[config.mk]
export PLATFORM = sky130hd
export DESIGN_NAME = usb_reply_ctrl
export DESIGN_NICKNAME = d
export VERILOG_FILES = /design/src/rtl/usb_reply_pkg.sv /design/src/rtl/usb_reply_decode.sv /design/src/rtl/usb_reply_rxbuf.sv /design/src/rtl/usb_reply_addr.sv /design/src/rtl/usb_reply_ctrl.sv
export SDC_FILE = /design/constraint.sdc
export NUM_CORES = 1
export LEC_CHECK = 0
export ABC_AREA = 1
export CAP_MARGIN = 20
export CORE_MARGIN = 2
export CORE_UTILIZATION = 50
export DETAILED_ROUTE_END_ITERATION = 10
export DONT_BUFFER_PORTS = 1
export PLACE_DENSITY_LB_ADDON = 0.05
export SLEW_MARGIN = 20
export SYNTH_ARGS = -nofsm -noshare
export SYNTH_HDL_FRONTEND = slang
export SYNTH_SLANG_ARGS = --single-unit
[constraint.sdc]
create_clock -name clk -period 4.8 [get_ports clk]
set_clock_uncertainty 0.1 [all_clocks]
set_input_delay 1.2 -clock clk [delete_from_list [all_inputs] [get_ports clk]]
set_output_delay 1.2 -clock clk [all_outputs]
set_load 0.02 [all_outputs]
[src/rtl/usb_reply_pkg.sv]
// Package: shared PID codes, state and decision types for the reply controller.
// Assumes full 8-bit PID bytes (type nibble plus its complement).
package usb_reply_pkg;
    localparam logic [7:0] PID_OUT   = 8'hE1;
    localparam logic [7:0] PID_IN    = 8'h69;
    localparam logic [7:0] PID_SETUP = 8'h2D;
    localparam logic [7:0] PID_DATA0 = 8'hC3;
    localparam logic [7:0] PID_DATA1 = 8'h4B;
    localparam logic [7:0] PID_ACK   = 8'hD2;
    localparam logic [7:0] PID_NAK   = 8'h5A;
    localparam logic [7:0] TOK_NONE  = 8'h00;
    localparam logic [7:0] TOK_OUT1  = 8'hFF;
    localparam int         EP_W      = 2;

    typedef enum logic [1:0] {
        ST_IDLE, ST_DECODE, ST_REPLY_REQ, ST_WAIT_TX_DONE
    } ctl_state_t;

    typedef enum logic [1:0] {
        ACT_NONE, ACT_HS, ACT_DATA
    } reply_act_t;

    typedef struct packed {
        reply_act_t       act;
        logic [7:0]       pid;
        logic [EP_W-1:0]  ep;
        logic             tok_wr;
        logic [7:0]       tok_val;
        logic             store;
    } decision_t;
endpackage

[src/rtl/usb_reply_decode.sv]
// Module: combinational reply decision for one captured packet.
// Assumes the captured fields and the consumer status stay stable during DECODE.
module usb_reply_decode
    import usb_reply_pkg::*;
#(
    parameter int LEN_W   = 5,
    parameter bit EN_OUT1 = 1'b1,
    parameter bit EN_EP3  = 1'b1,
    localparam int NUM_EP = EN_EP3 ? 3 : 2
) (
    input  logic [7:0]          pid,
    input  logic [LEN_W-1:0]    len,
    input  logic [7:0]          b1,
    input  logic [7:0]          b2,
    input  logic [7:0]          cur_tok,
    input  logic [LEN_W-1:0]    rx_len,
    input  logic [6:0]          dev_addr,
    input  logic [NUM_EP*8-1:0] ep_status,
    output decision_t           dec
);
    logic [EP_W-1:0] ep_sel;
    logic [7:0]      ep_st;
    logic            is_data;

    // Pick the IN endpoint from the endpoint bit and the optional third-byte select
    always_comb begin
        if (!b1[7])                ep_sel = 2'd0;
        else if (EN_EP3 && b2[0])  ep_sel = 2'd2;
        else                       ep_sel = 2'd1;
    end

    // Fetch the selected endpoint's status byte
    always_comb begin
        ep_st = 8'h00;
        for (int i = 0; i < NUM_EP; i++)
            if (ep_sel == EP_W'(i)) ep_st = ep_status[i*8 +: 8];
    end

    assign is_data = (pid == PID_DATA0) || (pid == PID_DATA1);

    // Decide reply, token update and storage for the captured packet
    always_comb begin
        dec     = '0;
        dec.act = ACT_NONE;
        dec.ep  = ep_sel;
        if (len < LEN_W'(3)) begin
            dec.act = ACT_NONE;
        end else if (is_data) begin
            if (cur_tok == TOK_NONE) begin
                dec.act = ACT_NONE;
            end else if (rx_len != '0) begin
                dec.act = ACT_HS;
                dec.pid = PID_NAK;
            end else begin
                dec.act   = ACT_HS;
                dec.pid   = PID_ACK;
                dec.store = (len >= LEN_W'(4));
            end
        end else if (b1[6:0] != dev_addr) begin
            dec.tok_wr  = 1'b1;
            dec.tok_val = TOK_NONE;
        end else if (pid == PID_IN) begin
            if (rx_len != '0) begin
                dec.act = ACT_HS;
                dec.pid = PID_NAK;
            end else if (ep_st[4]) begin
                dec.act = ACT_HS;
                dec.pid = ep_st;
            end else begin
                dec.act = ACT_DATA;
            end
        end else if (pid == PID_SETUP) begin
            dec.tok_wr  = 1'b1;
            dec.tok_val = PID_SETUP;
        end else if (pid == PID_OUT) begin
            dec.tok_wr  = 1'b1;
            dec.tok_val = (EN_OUT1 && b1[7]) ? TOK_OUT1 : PID_OUT;
        end else begin
            dec.tok_wr  = 1'b1;
            dec.tok_val = TOK_NONE;
        end
    end
endmodule

[src/rtl/usb_reply_rxbuf.sv]
// Module: receive length/token latch and buffer-half selection.
// Assumes store is only raised when the stored length is zero.
module usb_reply_rxbuf #(
    parameter int LEN_W = 5
) (
    input  logic             clk,
    input  logic             rst_n,
    input  logic             store,
    input  logic [LEN_W-1:0] len_in,
    input  logic [7:0]       tok_in,
    input  logic             consume,
    output logic [LEN_W-1:0] rx_len,
    output logic [7:0]       rx_tok,
    output logic             rx_half
);
    // Latch accepted data, flip halves, and free on consumer release
    always_ff @(posedge clk) begin
        if (!rst_n) begin
            rx_len  <= '0;
            rx_tok  <= 8'h00;
            rx_half <= 1'b0;
        end else if (store) begin
            rx_len  <= len_in;
            rx_tok  <= tok_in;
            rx_half <= ~rx_half;
        end else if (consume) begin
            rx_len  <= '0;
        end
    end
endmodule

[src/rtl/usb_reply_addr.sv]
// Module: active device address register.
// Assumes apply is raised only when a data transmit completes.
module usb_reply_addr (
    input  logic       clk,
    input  logic       rst_n,
    input  logic       apply,
    input  logic [6:0] new_addr,
    output logic [6:0] dev_addr
);
    // Adopt the pending address on a completed data transmit
    always_ff @(posedge clk) begin
        if (!rst_n)     dev_addr <= 7'd0;
        else if (apply) dev_addr <= new_addr;
    end
endmodule

[src/rtl/usb_reply_ctrl.sv]
// Module: USB device packet response controller (top).
// Captures each ended packet, decodes it in one cycle, and holds a reply
// request until the transmitter reports completion. Packets arriving while a
// reply is in flight are assumed not to occur (bus turnaround rules).
module usb_reply_ctrl
    import usb_reply_pkg::*;
#(
    parameter int LEN_W   = 5,
    parameter bit EN_OUT1 = 1'b1,
    parameter bit EN_EP3  = 1'b1,
    localparam int NUM_EP = EN_EP3 ? 3 : 2
) (
    input  logic                clk,
    input  logic                rst_n,
    input  logic                pkt_valid,
    input  logic [LEN_W-1:0]    pkt_len,
    input  logic [7:0]          pkt_pid,
    input  logic [7:0]          pkt_b1,
    input  logic [7:0]          pkt_b2,
    input  logic [NUM_EP*8-1:0] ep_status,
    input  logic                rx_done,
    input  logic [6:0]          new_addr,
    input  logic                tx_done,
    output logic                tx_req,
    output logic                tx_data,
    output logic [7:0]          tx_pid,
    output logic [EP_W-1:0]     tx_ep,
    output logic                ep_nak_wr,
    output logic [LEN_W-1:0]    rx_len,
    output logic [7:0]          rx_tok,
    output logic                rx_half,
    output logic [6:0]          dev_addr
);
    ctl_state_t       state;
    logic [7:0]       cap_pid, cap_b1, cap_b2, cur_tok;
    logic [LEN_W-1:0] cap_len;
    decision_t        dec;
    logic             store, addr_apply;

    usb_reply_decode #(.LEN_W(LEN_W), .EN_OUT1(EN_OUT1), .EN_EP3(EN_EP3)) u_dec (
        .pid(cap_pid), .len(cap_len), .b1(cap_b1), .b2(cap_b2),
        .cur_tok(cur_tok), .rx_len(rx_len), .dev_addr(dev_addr),
        .ep_status(ep_status), .dec(dec)
    );

    assign store      = (state == ST_DECODE) && dec.store;
    assign tx_req     = (state == ST_REPLY_REQ) || (state == ST_WAIT_TX_DONE);
    assign addr_apply = tx_req && tx_done && tx_data;

    usb_reply_rxbuf #(.LEN_W(LEN_W)) u_rx (
        .clk(clk), .rst_n(rst_n), .store(store), .len_in(cap_len),
        .tok_in(cur_tok), .consume(rx_done),
        .rx_len(rx_len), .rx_tok(rx_tok), .rx_half(rx_half)
    );

    usb_reply_addr u_addr (
        .clk(clk), .rst_n(rst_n), .apply(addr_apply),
        .new_addr(new_addr), .dev_addr(dev_addr)
    );

    // Reply sequencer: capture, decode, request, wait for transmit end
    always_ff @(posedge clk) begin
        if (!rst_n) begin
            state     <= ST_IDLE;
            cap_pid   <= 8'h00;
            cap_b1    <= 8'h00;
            cap_b2    <= 8'h00;
            cap_len   <= '0;
            cur_tok   <= TOK_NONE;
            tx_data   <= 1'b0;
            tx_pid    <= 8'h00;
            tx_ep     <= '0;
            ep_nak_wr <= 1'b0;
        end else begin
            ep_nak_wr <= 1'b0;
            unique case (state)
                ST_IDLE: if (pkt_valid) begin
                    cap_pid <= pkt_pid;
                    cap_b1  <= pkt_b1;
                    cap_b2  <= pkt_b2;
                    cap_len <= pkt_len;
                    state   <= ST_DECODE;
                end
                ST_DECODE: begin
                    if (dec.tok_wr) cur_tok <= dec.tok_val;
                    if (dec.act != ACT_NONE) begin
                        tx_data   <= (dec.act == ACT_DATA);
                        tx_pid    <= dec.pid;
                        tx_ep     <= dec.ep;
                        ep_nak_wr <= (dec.act == ACT_DATA);
                        state     <= ST_REPLY_REQ;
                    end else begin
                        state     <= ST_IDLE;
                    end
                end
                ST_REPLY_REQ:    state <= tx_done ? ST_IDLE : ST_WAIT_TX_DONE;
                ST_WAIT_TX_DONE: if (tx_done) state <= ST_IDLE;
                default:         state <= ST_IDLE;
            endcase
        end
    end
endmodule

==> summary.md <==
| Metric | Value |
|---|---|
| Period utilization | `0.498` |
| Setup WS pre-CTS | `1.99 ns` |
| # diodes | `0` |
| Clk buf depth | `2` |
| Iter 0 DRT Violations | `99` |
| Routed WL per cell | `12.8 um` |
| Final Cell Area | `0.00298 sq mm` |
| Placed Cells | `459` |
| Clock root cell | `clkbuf_8` |
| Slew @ Worst Pin | `0.878 ns` |
| Pwr per Cell Area | `347 mW/mm^2` |
| Cells after Synth | `404` |
| Synth Cell Area | `0.00281 sq mm` |
| Crit Path Max Fanout | `34` |
| DRT Pass-1 Iters | `4` |
| Placer Congestion | `0.811` |
| Syn Area/Cell | `6.94 sq um` |
| Final setup vio count | `0` |
| GRT met1 Usage | `0.274` |
| Vias in the first global route | `2160` |
| Final ANT Viol Nets | `0` |
| RSZ-0062 raised after global routing | `false` |
| Status | `finished clean` |
| Drt total wl | `6.06 mm` |
| Critical Path End Type | `flop` |
| Post-synth cell types | `32` |
| Synth Warn # | `0` |
| Worst slew margin | `0.413` |
| Post-DP Area | `0.00279 sq mm` |
| Endpoints failing hold | `0` |
| Die ar. | `0.00623 sq mm` |
| GR Overflow Total | `0` |
| Syn nets | `469` |
| Sequential fraction of the synthesis area | `0.407` |
| Cell row count | `27` |
| Area Growth Syn to Fin | `6.24%` |
| Final worst slack | `2.41 ns` |
| Layout cells sized above 1 | `0.127` |
| Synth area leaders | `dfxtp_1 (41%), nand2_1 (13%), nor2_1 (7.8%)` |
| I/O Buffers | `0` |
| Effective utilization at floorplan | `0.513` |
| Largest net degree at the start of global routing | `43` |
| Type of the tightest min-delay check | `flop to flop` |
| Met3 usage | `0.0830` |
| Maximum vdd drop | `0.000217 V` |
| Period minus WS final | `2.39 ns` |
| Post-DP HPWL | `4.49 mm` |
| CP required | `4.91 ns` |
| Overall Global Routing Usage | `0.206` |
| Slew Viols, Final | `0` |
| Number of placed I/O pins | `99` |
| Yosys reg bits | `57` |
| Antenna violations before repair | `0` |
| GRT Max-Usage Layer | `met2` |
| MaxCap Viol Count | `0` |
| Vias per inst | `4.99` |
| Clock transition at path regs | `0.06 ns` |
| Peak Freq | `419 MHz` |
| Total core area | `0.00547 sq mm` |
| Post-cts gate resize count | `0` |
| TritonCTS buffer count | `9` |
| Crit path arrival time | `2.50 ns` |
| Most frequent cells in the layout | `nand2_1 (95), nor2_1 (58), dfxtp_1 (57)` |
| Die W | `78.9 um` |
| Setup bufs post-CTS | `0` |
| Cts hold-fix bufs | `0` |
| CTS tree | `yes` |
| Leakage | `1.26 nW` |
| Non-Filler Instances | `475` |
| CP Launch Type | `input port` |
| Total number of H-tree levels | `3` |
| Leading area contributor after synthesis | `dfxtp_1` |
| Met2 GRT Util | `0.299` |
| Global-route wire length before repair | `9.99 mm` |
| Vias post-DR | `2371` |
| DRC errors left | `0` |
| Clock latency on the worst-skew pair | `0.33 ns` |
| Die height | `78.9 um` |
| CTS Sinks | `57` |
| NumNets Final | `463` |
| Most common cell after layout, fill and taps aside | `nand2_1` |
| Setup_tns | `0 ns` |
| Top cell type's share of synthesized area | `0.407` |
| CP Class | `input port to flop` |
==> cell usage after synthesis <==
cell type / instances
inv_2: 6
nand3_2: 1
nor3_2: 1
nor2_2: 15
xor2_1: 1
nand3b_1: 2
buf_6: 1
buf_4: 4
nor2_1: 58
dfxtp_1: 57
buf_12: 1
a21oi_1: 29
inv_1: 35
o21ai_0: 31
nand2_2: 8
clkbuf_1: 8
o21ai_1: 1
nor3_4: 1
nand2_1: 95
clkinv_1: 1
xnor2_1: 5
nor2_4: 2
nor3_1: 5
nand2_4: 2
buf_2: 1
nand3_1: 16
buf_1: 2
nand3_4: 2
a211oi_1: 5
or2_1: 2
o211ai_1: 2
nand4_1: 4
==> cell type report <==
type / instances / area (sq um)
well taps: 72 / 90.1
inverters: 42 / 158
multi-input cells: 288 / 1400
clock inverters: 3 / 40.0
fillers: 609 / 2490
flip-flops and latches: 57 / 1140
clock buffers: 13 / 149
==> kinds of logic (layout without fill, tap and decap cells) <==
logic type / after synthesis / count (layout) / synth area share
XOR/XNOR: 6 / 6 / 0.0187
buffers and inverters: 59 / 58 / 0.0932
AND/OR/NAND/NOR: 214 / 214 / 0.354
flip-flops: 57 / 57 / 0.407
AO/OA/AOI/OAI: 68 / 68 / 0.128
==> stage by stage <==
stage	hold slack, ns	utilization	power, mW
floorplan	0.344	-	0.595
global placement	0.355	0.510	0.611
detailed placement	0.357	0.510	0.613
CTS	0.366	0.545	1.05
global route	0.380	0.545	1.09
finish	0.364	0.545	1.03
==> worst max-delay path, stage by stage <==
cell and delay [ns]:
nand2_1 0.63, inv_1 0.42, nor2_1 0.18, nor2_1 0.07
==> where the power goes <==
| group | internal, mW | leakage [nW] | switching [mW] | total (mW) |
|---|---|---|---|---|
| logic | 0.0318 | 0.697 | 0.0673 | 0.0992 |
| clock network | 0.253 | 0.0974 | 0.180 | 0.433 |
| registers | 0.490 | 0.465 | 0.0118 | 0.502 |
| total | 0.775 | 1.26 | 0.259 | 1.03 |
==> final timing paths <==
| path | slack [ns] | from | cells past startpoint | to |
|---|---|---|---|---|
| setup / recovery | 2.41 | pkt_valid | 4 | cap_b1[0]$_SDFFE_PN0P_ |
| hold / removal | 0.36 | cur_tok[4]$_SDFFE_PN0P_ | 2 | cur_tok[4]$_SDFFE_PN0P_ |
| setup reg to reg | 2.65 | state[1]$_SDFFE_PN0P_ | 5 | cap_b1[0]$_SDFFE_PN0P_ |
| hold reg to reg | 0.36 | cur_tok[4]$_SDFFE_PN0P_ | 2 | cur_tok[4]$_SDFFE_PN0P_ |
==> sequential cells by signal (all words and copies together), names as in the netlist, 2 cells and up <==
name	count
cap_b1	8
cap_pid	8
tx_pid	8
u_addr.dev_addr	7
cap_len	5
u_rx.rx_len	5
cur_tok	4
u_rx.rx_tok	4
state	2
tx_ep	2
==> per-layer routing <==
metal  up-vias  routed length (um)  part of all wire
li1       1269                   -                 -
met1      1024                2860              0.47
met2        70                2620              0.43
met3         8                 500             0.083
met4         0                  74             0.012
met5         -                   0                 0
(Power assumes the default switching activity.)
